### config.mk
export PLATFORM = sky130hd
export DESIGN_NAME = oneshot_timer
export DESIGN_NICKNAME = d
export VERILOG_FILES = /design/src/rtl/tmr_pkg.sv /design/src/rtl/tmr_prescaler.sv /design/src/rtl/tmr_counter.sv /design/src/rtl/tmr_regs.sv /design/src/rtl/oneshot_timer.sv
export SDC_FILE = /design/constraint.sdc
export NUM_CORES = 1
export LEC_CHECK = 0
export ABC_CLOCK_PERIOD_IN_PS = 6050
export CORE_AREA = 2 2 80 82
export CTS_CLUSTER_SIZE = 40
export DETAILED_ROUTE_END_ITERATION = 16
export DIE_AREA = 0 0 82 84
export GPL_ROUTABILITY_DRIVEN = 0
export PLACE_DENSITY_LB_ADDON = 0.08
export SYNTH_ARGS = -nofsm -noshare
export SYNTH_HDL_FRONTEND = slang
export SYNTH_SLANG_ARGS = --single-unit
### constraint.sdc
create_clock -name clk -period 6.05 [get_ports clk]
set_clock_uncertainty 0.05 [all_clocks]
set_input_delay 1.21 -clock clk [delete_from_list [all_inputs] [get_ports clk]]
set_output_delay 1.21 -clock clk [all_outputs]
set_load 0.1 [all_outputs]
### src/rtl/tmr_pkg.sv
package tmr_pkg;
  parameter int unsigned DATA_W = 16;
  parameter int unsigned CODE_W = 4;
  parameter int unsigned CNT_W  = 12;

  // Control word bit positions (software-visible)
  parameter int unsigned BIT_FLAG = 15;
  parameter int unsigned BIT_RUN  = 14;
  parameter int unsigned BIT_HALT = 0;

  typedef enum logic {SEL_CTRL = 1'b0, SEL_CFG = 1'b1} word_sel_e;

  // Last prescaler phase before a tick: 2^code - 1
  function automatic int unsigned phase_limit(int unsigned code);
    return (32'd1 << code) - 32'd1;
  endfunction

  // Total running cycles of one interval
  function automatic longint unsigned interval_len(int unsigned code, int unsigned cnt);
    return (longint'(cnt) + 1) << code;
  endfunction
endpackage

### src/rtl/tmr_prescaler.sv
module tmr_prescaler #(
  parameter int unsigned CODE_W = tmr_pkg::CODE_W
) (
  input  logic              clk,
  input  logic              rst_n,
  input  logic              start,
  input  logic              run,
  input  logic [CODE_W-1:0] code,
  output logic              tick
);
  localparam int unsigned PH_W = (1 << CODE_W) - 1;

  logic [PH_W-1:0] phase;
  logic            at_limit;

  assign at_limit = (phase == PH_W'(tmr_pkg::phase_limit(32'(code))));
  assign tick     = run && at_limit;

  always_ff @(posedge clk) begin
    if (!rst_n || start || !run) phase <= '0;
    else if (at_limit)           phase <= '0;
    else                         phase <= phase + 1'b1;
  end

  // the phase never runs past the limit of the latched code
  a_r4_phase_bounded: assert property (@(posedge clk) disable iff (!rst_n)
    run && !start && !tick |=> phase != '0 || !run);
endmodule

### src/rtl/tmr_counter.sv
module tmr_counter #(
  parameter int unsigned CNT_W = tmr_pkg::CNT_W
) (
  input  logic             clk,
  input  logic             rst_n,
  input  logic             start,
  input  logic             run,
  input  logic             tick,
  input  logic [CNT_W-1:0] limit,
  output logic             expire
);
  logic [CNT_W-1:0] cnt;

  assign expire = tick && (cnt == limit);

  always_ff @(posedge clk) begin
    if (!rst_n || start)           cnt <= '0;
    else if (run && tick && !expire) cnt <= cnt + 1'b1;
  end

  // the count moves only on prescaler ticks
  a_r4_step_on_tick: assert property (@(posedge clk) disable iff (!rst_n)
    run && !tick && !start |=> $stable(cnt));
  // the count never passes the terminal value
  a_r4_no_overrun: assert property (@(posedge clk) disable iff (!rst_n)
    run && !start |-> cnt <= limit);
endmodule

### src/rtl/tmr_regs.sv
module tmr_regs #(
  parameter int unsigned DATA_W = tmr_pkg::DATA_W,
  parameter int unsigned CODE_W = tmr_pkg::CODE_W,
  parameter int unsigned CNT_W  = tmr_pkg::CNT_W
) (
  input  logic              clk,
  input  logic              rst_n,
  input  logic              bus_addr,
  input  logic              bus_wr,
  input  logic [DATA_W-1:0] bus_wdata,
  output logic [DATA_W-1:0] bus_rdata,
  input  logic              expire,
  output logic              start,
  output logic              run,
  output logic              halt_en,
  output logic [CODE_W-1:0] act_code,
  output logic [CNT_W-1:0]  act_limit
);
  import tmr_pkg::*;

  logic              flag;
  logic [DATA_W-1:0] cfg;
  logic              ctrl_wr, abort;
  logic [DATA_W-1:0] ctrl_view;
  logic              unused_wbits;

  assign ctrl_wr      = bus_wr && (bus_addr == SEL_CFG) == 1'b0;
  assign start        = ctrl_wr && bus_wdata[BIT_RUN];
  assign abort        = ctrl_wr && !bus_wdata[BIT_RUN];
  assign unused_wbits = ^{bus_wdata[BIT_RUN-1:BIT_HALT+1], bus_wdata[BIT_FLAG]};

  always_comb begin
    ctrl_view           = '0;
    ctrl_view[BIT_FLAG] = flag;
    ctrl_view[BIT_RUN]  = run;
    ctrl_view[BIT_HALT] = halt_en;
  end
  assign bus_rdata = (bus_addr == SEL_CFG) ? cfg : ctrl_view;

  always_ff @(posedge clk) begin
    if (!rst_n) begin
      flag <= 1'b0; run <= 1'b0; halt_en <= 1'b0; cfg <= '0;
      act_code <= '0; act_limit <= '0;
    end else begin
      if (bus_wr && bus_addr == SEL_CFG) cfg <= bus_wdata;
      if (ctrl_wr) halt_en <= bus_wdata[BIT_HALT];
      if (start) begin
        run       <= 1'b1;
        flag      <= 1'b0;
        act_code  <= cfg[DATA_W-1 -: CODE_W];
        act_limit <= cfg[CNT_W-1:0];
      end else if (abort) begin
        run <= 1'b0;
      end else if (expire && run) begin
        run  <= 1'b0;
        flag <= 1'b1;
      end
    end
  end

  a_r3_start_clears: assert property (@(posedge clk) disable iff (!rst_n)
    start |=> run && !flag);
  a_r4_expire_sets: assert property (@(posedge clk) disable iff (!rst_n)
    expire && run && !ctrl_wr |=> flag && !run);
  a_r8_abort_keeps: assert property (@(posedge clk) disable iff (!rst_n)
    abort |=> !run && $stable(flag));
  a_r9_cfg_frozen: assert property (@(posedge clk) disable iff (!rst_n)
    run && !start |=> $stable(act_limit) && $stable(act_code));
  a_r10_flag_hw_only: assert property (@(posedge clk) disable iff (!rst_n)
    !start && !(expire && run) |=> $stable(flag));
endmodule

### src/rtl/oneshot_timer.sv
module oneshot_timer #(
  parameter int unsigned DATA_W = tmr_pkg::DATA_W,
  parameter int unsigned CODE_W = tmr_pkg::CODE_W,
  parameter int unsigned CNT_W  = tmr_pkg::CNT_W
) (
  input  logic              clk,
  input  logic              rst_n,
  input  logic              bus_addr,
  input  logic              bus_wr,
  input  logic [DATA_W-1:0] bus_wdata,
  output logic [DATA_W-1:0] bus_rdata,
  output logic              halt_req
);
  logic              start, run, halt_en, tick, expire;
  logic [CODE_W-1:0] act_code;
  logic [CNT_W-1:0]  act_limit;

  tmr_regs #(.DATA_W(DATA_W), .CODE_W(CODE_W), .CNT_W(CNT_W)) u_regs (
    .clk(clk), .rst_n(rst_n), .bus_addr(bus_addr), .bus_wr(bus_wr),
    .bus_wdata(bus_wdata), .bus_rdata(bus_rdata), .expire(expire),
    .start(start), .run(run), .halt_en(halt_en),
    .act_code(act_code), .act_limit(act_limit));

  tmr_prescaler #(.CODE_W(CODE_W)) u_pre (
    .clk(clk), .rst_n(rst_n), .start(start), .run(run),
    .code(act_code), .tick(tick));

  tmr_counter #(.CNT_W(CNT_W)) u_cnt (
    .clk(clk), .rst_n(rst_n), .start(start), .run(run),
    .tick(tick), .limit(act_limit), .expire(expire));

  assign halt_req = run && halt_en;

  // halt is released in the cycle after the interval ends
  a_r6_halt_release: assert property (@(posedge clk) disable iff (!rst_n)
    expire && !bus_wr |=> !halt_req);
endmodule

### Yosys cells after proc, flatten, opt, wreduce, memory -nomap -nowiden

Cells that the tools add are included.

| word-level totals | value |
|---|---|
| register bits | 62 |
| bits in latches | 0 |
| RAM bits | 0 |
| memory bits (read-only) | 0 |
| input port bits | 20 |
| output and inout port bits | 17 |
| word-level logic and storage cells | 41 |
| memories kept | 0 |

| cells by class | value |
|---|---|
| add/sub/neg operators | 3 |
| $mul | 0 |
| divide/modulo/power cells | 0 |
| $lt $le $gt $ge | 0 |
| equal/unequal tests | 2 |
| shift-type cells | 1 |
| mux-type cells | 4 |
| bitwise gates (word level) | 3 |
| reductions and logical operators | 20 |

Operators by type and width:

| operator | number |
|---|---|
| 16-bit two-way mux | 1 |
| 15-bit by 1-bit adder with 15-bit output, second input constant | 1 |
| 15-bit equality test | 1 |
| 1-bit by 4-bit << shifter with 15-bit output, first input constant | 1 |
| 15-bit by 1-bit subtractor with 15-bit output, second input constant | 1 |
| 12-bit by 1-bit adder with 12-bit output, second input constant | 1 |
| 12-bit equality test | 1 |
| 1-bit logical AND | 10 |
| 1-bit zero test | 4 |
| 2-bit OR reduction | 2 |
| 1-bit two-way mux | 3 |
| 1-bit NOT | 3 |
| 3-bit nonzero test | 1 |
| 1-bit logical OR | 2 |
| 2-bit AND reduction | 1 |

### Longest topological paths before layout

| logic depth | value |
|---|---|
| word-level depth | 9 |
| depth in mapped cells | 15 |
| gate-level depth less buffers | 10 |

### Modules after synthesis

From an unflattened synthesis, not the netlist that was laid out.

| second synthesis, totals | value |
|---|---|
| cells, all modules | 413 |
| area total of the unflattened synthesis | 3408.3 um2 |

Modules (own cells, without submodules):

| module | times used | cells each | area an instance (um2) |
|---|---|---|---|
| tmr_regs | 1 | 173 | 1447.6 |
| tmr_prescaler | 1 | 148 | 1172.4 |
| tmr_counter | 1 | 91 | 782.0 |
| oneshot_timer | 1 | 1 | 6.3 |

### Worst setup path after synthesis

No wires, ideal clock.

| timing path | value |
|---|---|
| kind | in2out |
| from | in bus_addr |
| to | out bus_rdata[10] |
| data arrival time | 2.457 ns |
| data required time | 4.790 ns |
| slack | 2.333 ns |
| stages on the path | 3 |
| path buffers | 2 |
| path through | clkbuf_1 > clkbuf_1 > and2_1 |

| on the way | value |
|---|---|
| cells in the longest elaborated chain, start to end | 1 |

Ends and longest elaborated chain:

| item | line | source |
|---|---|---|
| from (decl) | oneshot_timer.sv:8 | `input logic bus_addr,` |
| 16-bit two-way mux | tmr_regs.sv:38 | `assign bus_rdata = (bus_addr == SEL_CFG) ? cfg : ctrl_view;` |
| to (decl) | oneshot_timer.sv:11 | `output logic [DATA_W-1:0] bus_rdata,` |

No other way between the ends.

### Worst setup path in the final report

| timing path | value |
|---|---|
| from | in bus_addr |
| to | out bus_rdata[15] |

Same word-level chain as after synthesis.

==> results.cfg <==
[run_status]
outcome = complete, no violations

[grt]
grt_pass1_wl_mm = 11.5
grt_util_all_layers = 0.215
grt_pass1_vias = 2409
grt.overflow.total = 0
antenna_found_initial = 0
grt_max_degree = 38

[synthesis]
netlist.area_leader.share = 0.371
yosysTopAreaCell = dfxtp_1
netlist_instances = 410
syn-num-nets = 433
synth-seq-cells = 62
yosys.area_share.simple = 0.309
yosysSeqAreaShare = 0.371
synth_edf_count = 0
synth_area_sq_um = 3340
synth_top_family_by_area = simple AND/OR/NAND/NOR gates
synthXorXnorAreaFrac = 0.0913
yosys-top-cells-area = dfxtp_1, nand2_1, a21boi_0, xnor2_1, and2_1
synth-main-ff-cell = dfxtp_1
synth-compound-area-share = 0.151
ys_async_sr_fraction = 0
synth_adder_area_share = 0.0112
yosys_warnings = 0
synthMuxAreaShare = 0.0191
postSynthAreaPerCell_sq_um = 8.16
ys_types = 50

[route]
vias = 2794
route.antenna.remaining_nets = 0
routed_wl_mm = 7.00
avgRoutedWirePerCell_um = 13.7
drt_pre_antenna_iters = 4
drc_errors = 0
vias_per_cell = 5.46
drtIter0Drc = 154

[sta]
hold_viol = 0
post-route-period-util = 0.777
rsz0062_at_grt = no
slew_headroom = 0.343
layout_min_cycle_time_ns = 4.70
worst_pin_slew_ns = 0.982
finalSetupTns_ns = 0
max_freq_ghz = 0.213
setup_viol = 0
slew_violations = 0

[pwr]
powerDensity_nw_per_um2 = 239
ir_drop_v = 0.000141
p_leak_uw = 0.00136

[cts]
postCtsSetupRepairBufs = 0
path_clk_slew_ns = 0.06
ctsResizeCount = 0
cts_max_level = 3
cts_buffers = 9
cts_max_path_buffers = 2
clock_latency_ns = 0.34
cts.sinks = 62
cts_tree = done
cts_root_buffer = clkbuf_8
holdBufCountCts = 0

[run]
maxCapViolations = 0

[cells_and_area]
drive_above_1_share = 0.0667
antenna_cells = 0
syn_to_final_growth_pct = 16.7
finalNonFillerCells = 512
num-nets-final = 453

[min_path]
hold_path_end = u_regs.act_code[0]
hold_start = u_regs.cfg[12]
min_path_type = flop to flop
hold_depth = 2

[critical_path]
critPathMaxFanout = 19
r2r-start = u_regs.act_code[3]
path_common_cell = clkdlybuf4s50_1
path_delay_family = buffers and inverters
cpPeakStageDelay_ns = 1.13
r2r_slack_ns = 2.35
cp_cell_sequence = clkdlybuf4s50_1 -> mux2_2 -> clkdlybuf4s50_1
critPathBufInv = 2
crit_arrival_ns = 3.44
crit-reg2reg-capture = u_cnt.cnt[11]
worstSetupPathType = primary input to output pin
worstRegToRegCells = 9
slowest_stage = clkdlybuf4s50_1
critical_path_required_ns = 4.79
start_kind = primary input
end_kind = output pin

[floorplanning]
die_w_um = 82
dieHeight_um = 84
row_count = 29
die_area_sq_um = 6890
coreArea_sq_um = 6100
io_pins = 37
start_util = 0.549

[placement]
port_buffers = 36
placed_cells = 496
hpwl_mm = 4.86
[stage by stage]
| step | utilization | hold slack [ns] | setup WS, ns | area [sq um] | total power (uW) |
|---|---|---|---|---|---|
| 2_1_floorplan | - | 0.388 | 2.33 | 3340 | 489 |
| 3_3_place_gp | 0.602 | 0.416 | 1.38 | 3670 | 515 |
| 3_5_place_dp | 0.602 | 0.420 | 1.33 | 3670 | 516 |
| 4_1_cts | 0.640 | 0.431 | 1.32 | 3900 | 941 |
| 5_1_grt | 0.640 | 0.450 | 1.23 | 3900 | 967 |
| 6_report | 0.640 | 0.427 | 1.35 | 3900 | 934 |
[tightest hold or removal path, delay by kind of cell, from the launching register on]
kind,cells,cell delay (ns)
AOI/OAI and AO/OA,1,0.06
DFF,1,0.32
and+or+nand+nor,1,0.05
[kinds of logic after synthesis]
logic type	count (synthesis)
xor gates and xnor gates	34
muxes	6
adders and majority gates	3
AOI/OAI and AO/OA	71
and+or+nand+nor	201
DFF	62
buffers and inverters	33
[layout make-up]
class | count | area [sq um]
Multi-Input combinational cell | 315 | 1940
Clock inverter | 3 | 65.1
Clock buffer | 13 | 169
Sequential cell | 62 | 1240
Tap cell | 77 | 96.3
Fill cell | 526 | 2190
Inverter | 5 | 18.8
Timing Repair Buffer | 37 | 368
[cell usage in the layout (no fill, tap or decap), drive strengths merged, types with 4 or more instances in the layout]
| master | count |
|---|---|
| a21oi | 10 |
| nand2 | 80 |
| nor2 | 23 |
| clkdlybuf4s50 | 36 |
| nand4 | 10 |
| nor2b | 6 |
| clkbuf | 13 |
| and2 | 20 |
| o21ai | 9 |
| nor3 | 7 |
| xor2 | 9 |
| nand3 | 18 |
| o211ai | 6 |
| xnor2 | 25 |
| and3 | 8 |
| dfxtp | 62 |
| a21boi | 33 |
| or4 | 7 |
| nor4b | 5 |
| nand2b | 4 |
| inv | 5 |
[power breakdown]
part	internal, uW	leakage (uW)	switching [uW]
clock	265	0.000120	163
combinational	32.9	0.000742	51.5
sequential	415	0.000502	6.68
[cells in the mapped netlist, drive strengths merged, types with 2 or more instances]
| cell | instances |
|---|---|
| o21ai | 9 |
| nand2 | 80 |
| and2 | 20 |
| or4 | 7 |
| a21boi | 33 |
| or3 | 3 |
| mux2i | 3 |
| nand3b | 3 |
| and4b | 2 |
| nand4 | 10 |
| and3 | 8 |
| o31ai | 2 |
| xor2 | 9 |
| inv | 5 |
| dfxtp | 62 |
| ha | 3 |
| a211oi | 2 |
| o211ai | 6 |
| nor2 | 23 |
| a21oi | 10 |
| clkbuf | 16 |
| nand2b | 4 |
| a31oi | 2 |
| mux2 | 3 |
| buf | 12 |
| nand3 | 18 |
| nor4b | 5 |
| nor2b | 6 |
| xnor2 | 25 |
| or2 | 2 |
| nor3 | 7 |
[layer usage]
| layer | vias to the layer above | part of all wire | track usage |
|---|---|---|---|
| li1 | 1448 | - | - |
| met1 | 1274 | 0.52 | 0.316 |
| met2 | 63 | 0.43 | 0.293 |
| met3 | 9 | 0.041 | 0.0498 |
| met4 | 0 | 0.015 | 0.0955 |
| met5 | - | 0 | 0 |
[registers in the layout (all words and copies together) (netlist names)]
register and cells:
u_regs.cfg 16, u_pre.phase 15, u_cnt.cnt 12, u_regs.act_limit 12, u_regs.act_code 4, u_regs.flag 1
u_regs.halt_en 1, u_regs.run 1
[worst max path at each step]
stage                     startpoint       endpoint  slack [ns]  cells past startpoint
final                       bus_addr  bus_rdata[15]        1.35                      3
after global routing        bus_addr  bus_rdata[15]        1.23                      3
after detailed placement    bus_addr  bus_rdata[15]        1.33                      3
after global placement      bus_addr  bus_rdata[15]        1.38                      3
after floorplan             bus_addr  bus_rdata[10]        2.33                      3
after CTS                   bus_addr  bus_rdata[15]        1.32                      3
No activity file was read; power rests on OpenSTA's default activity.
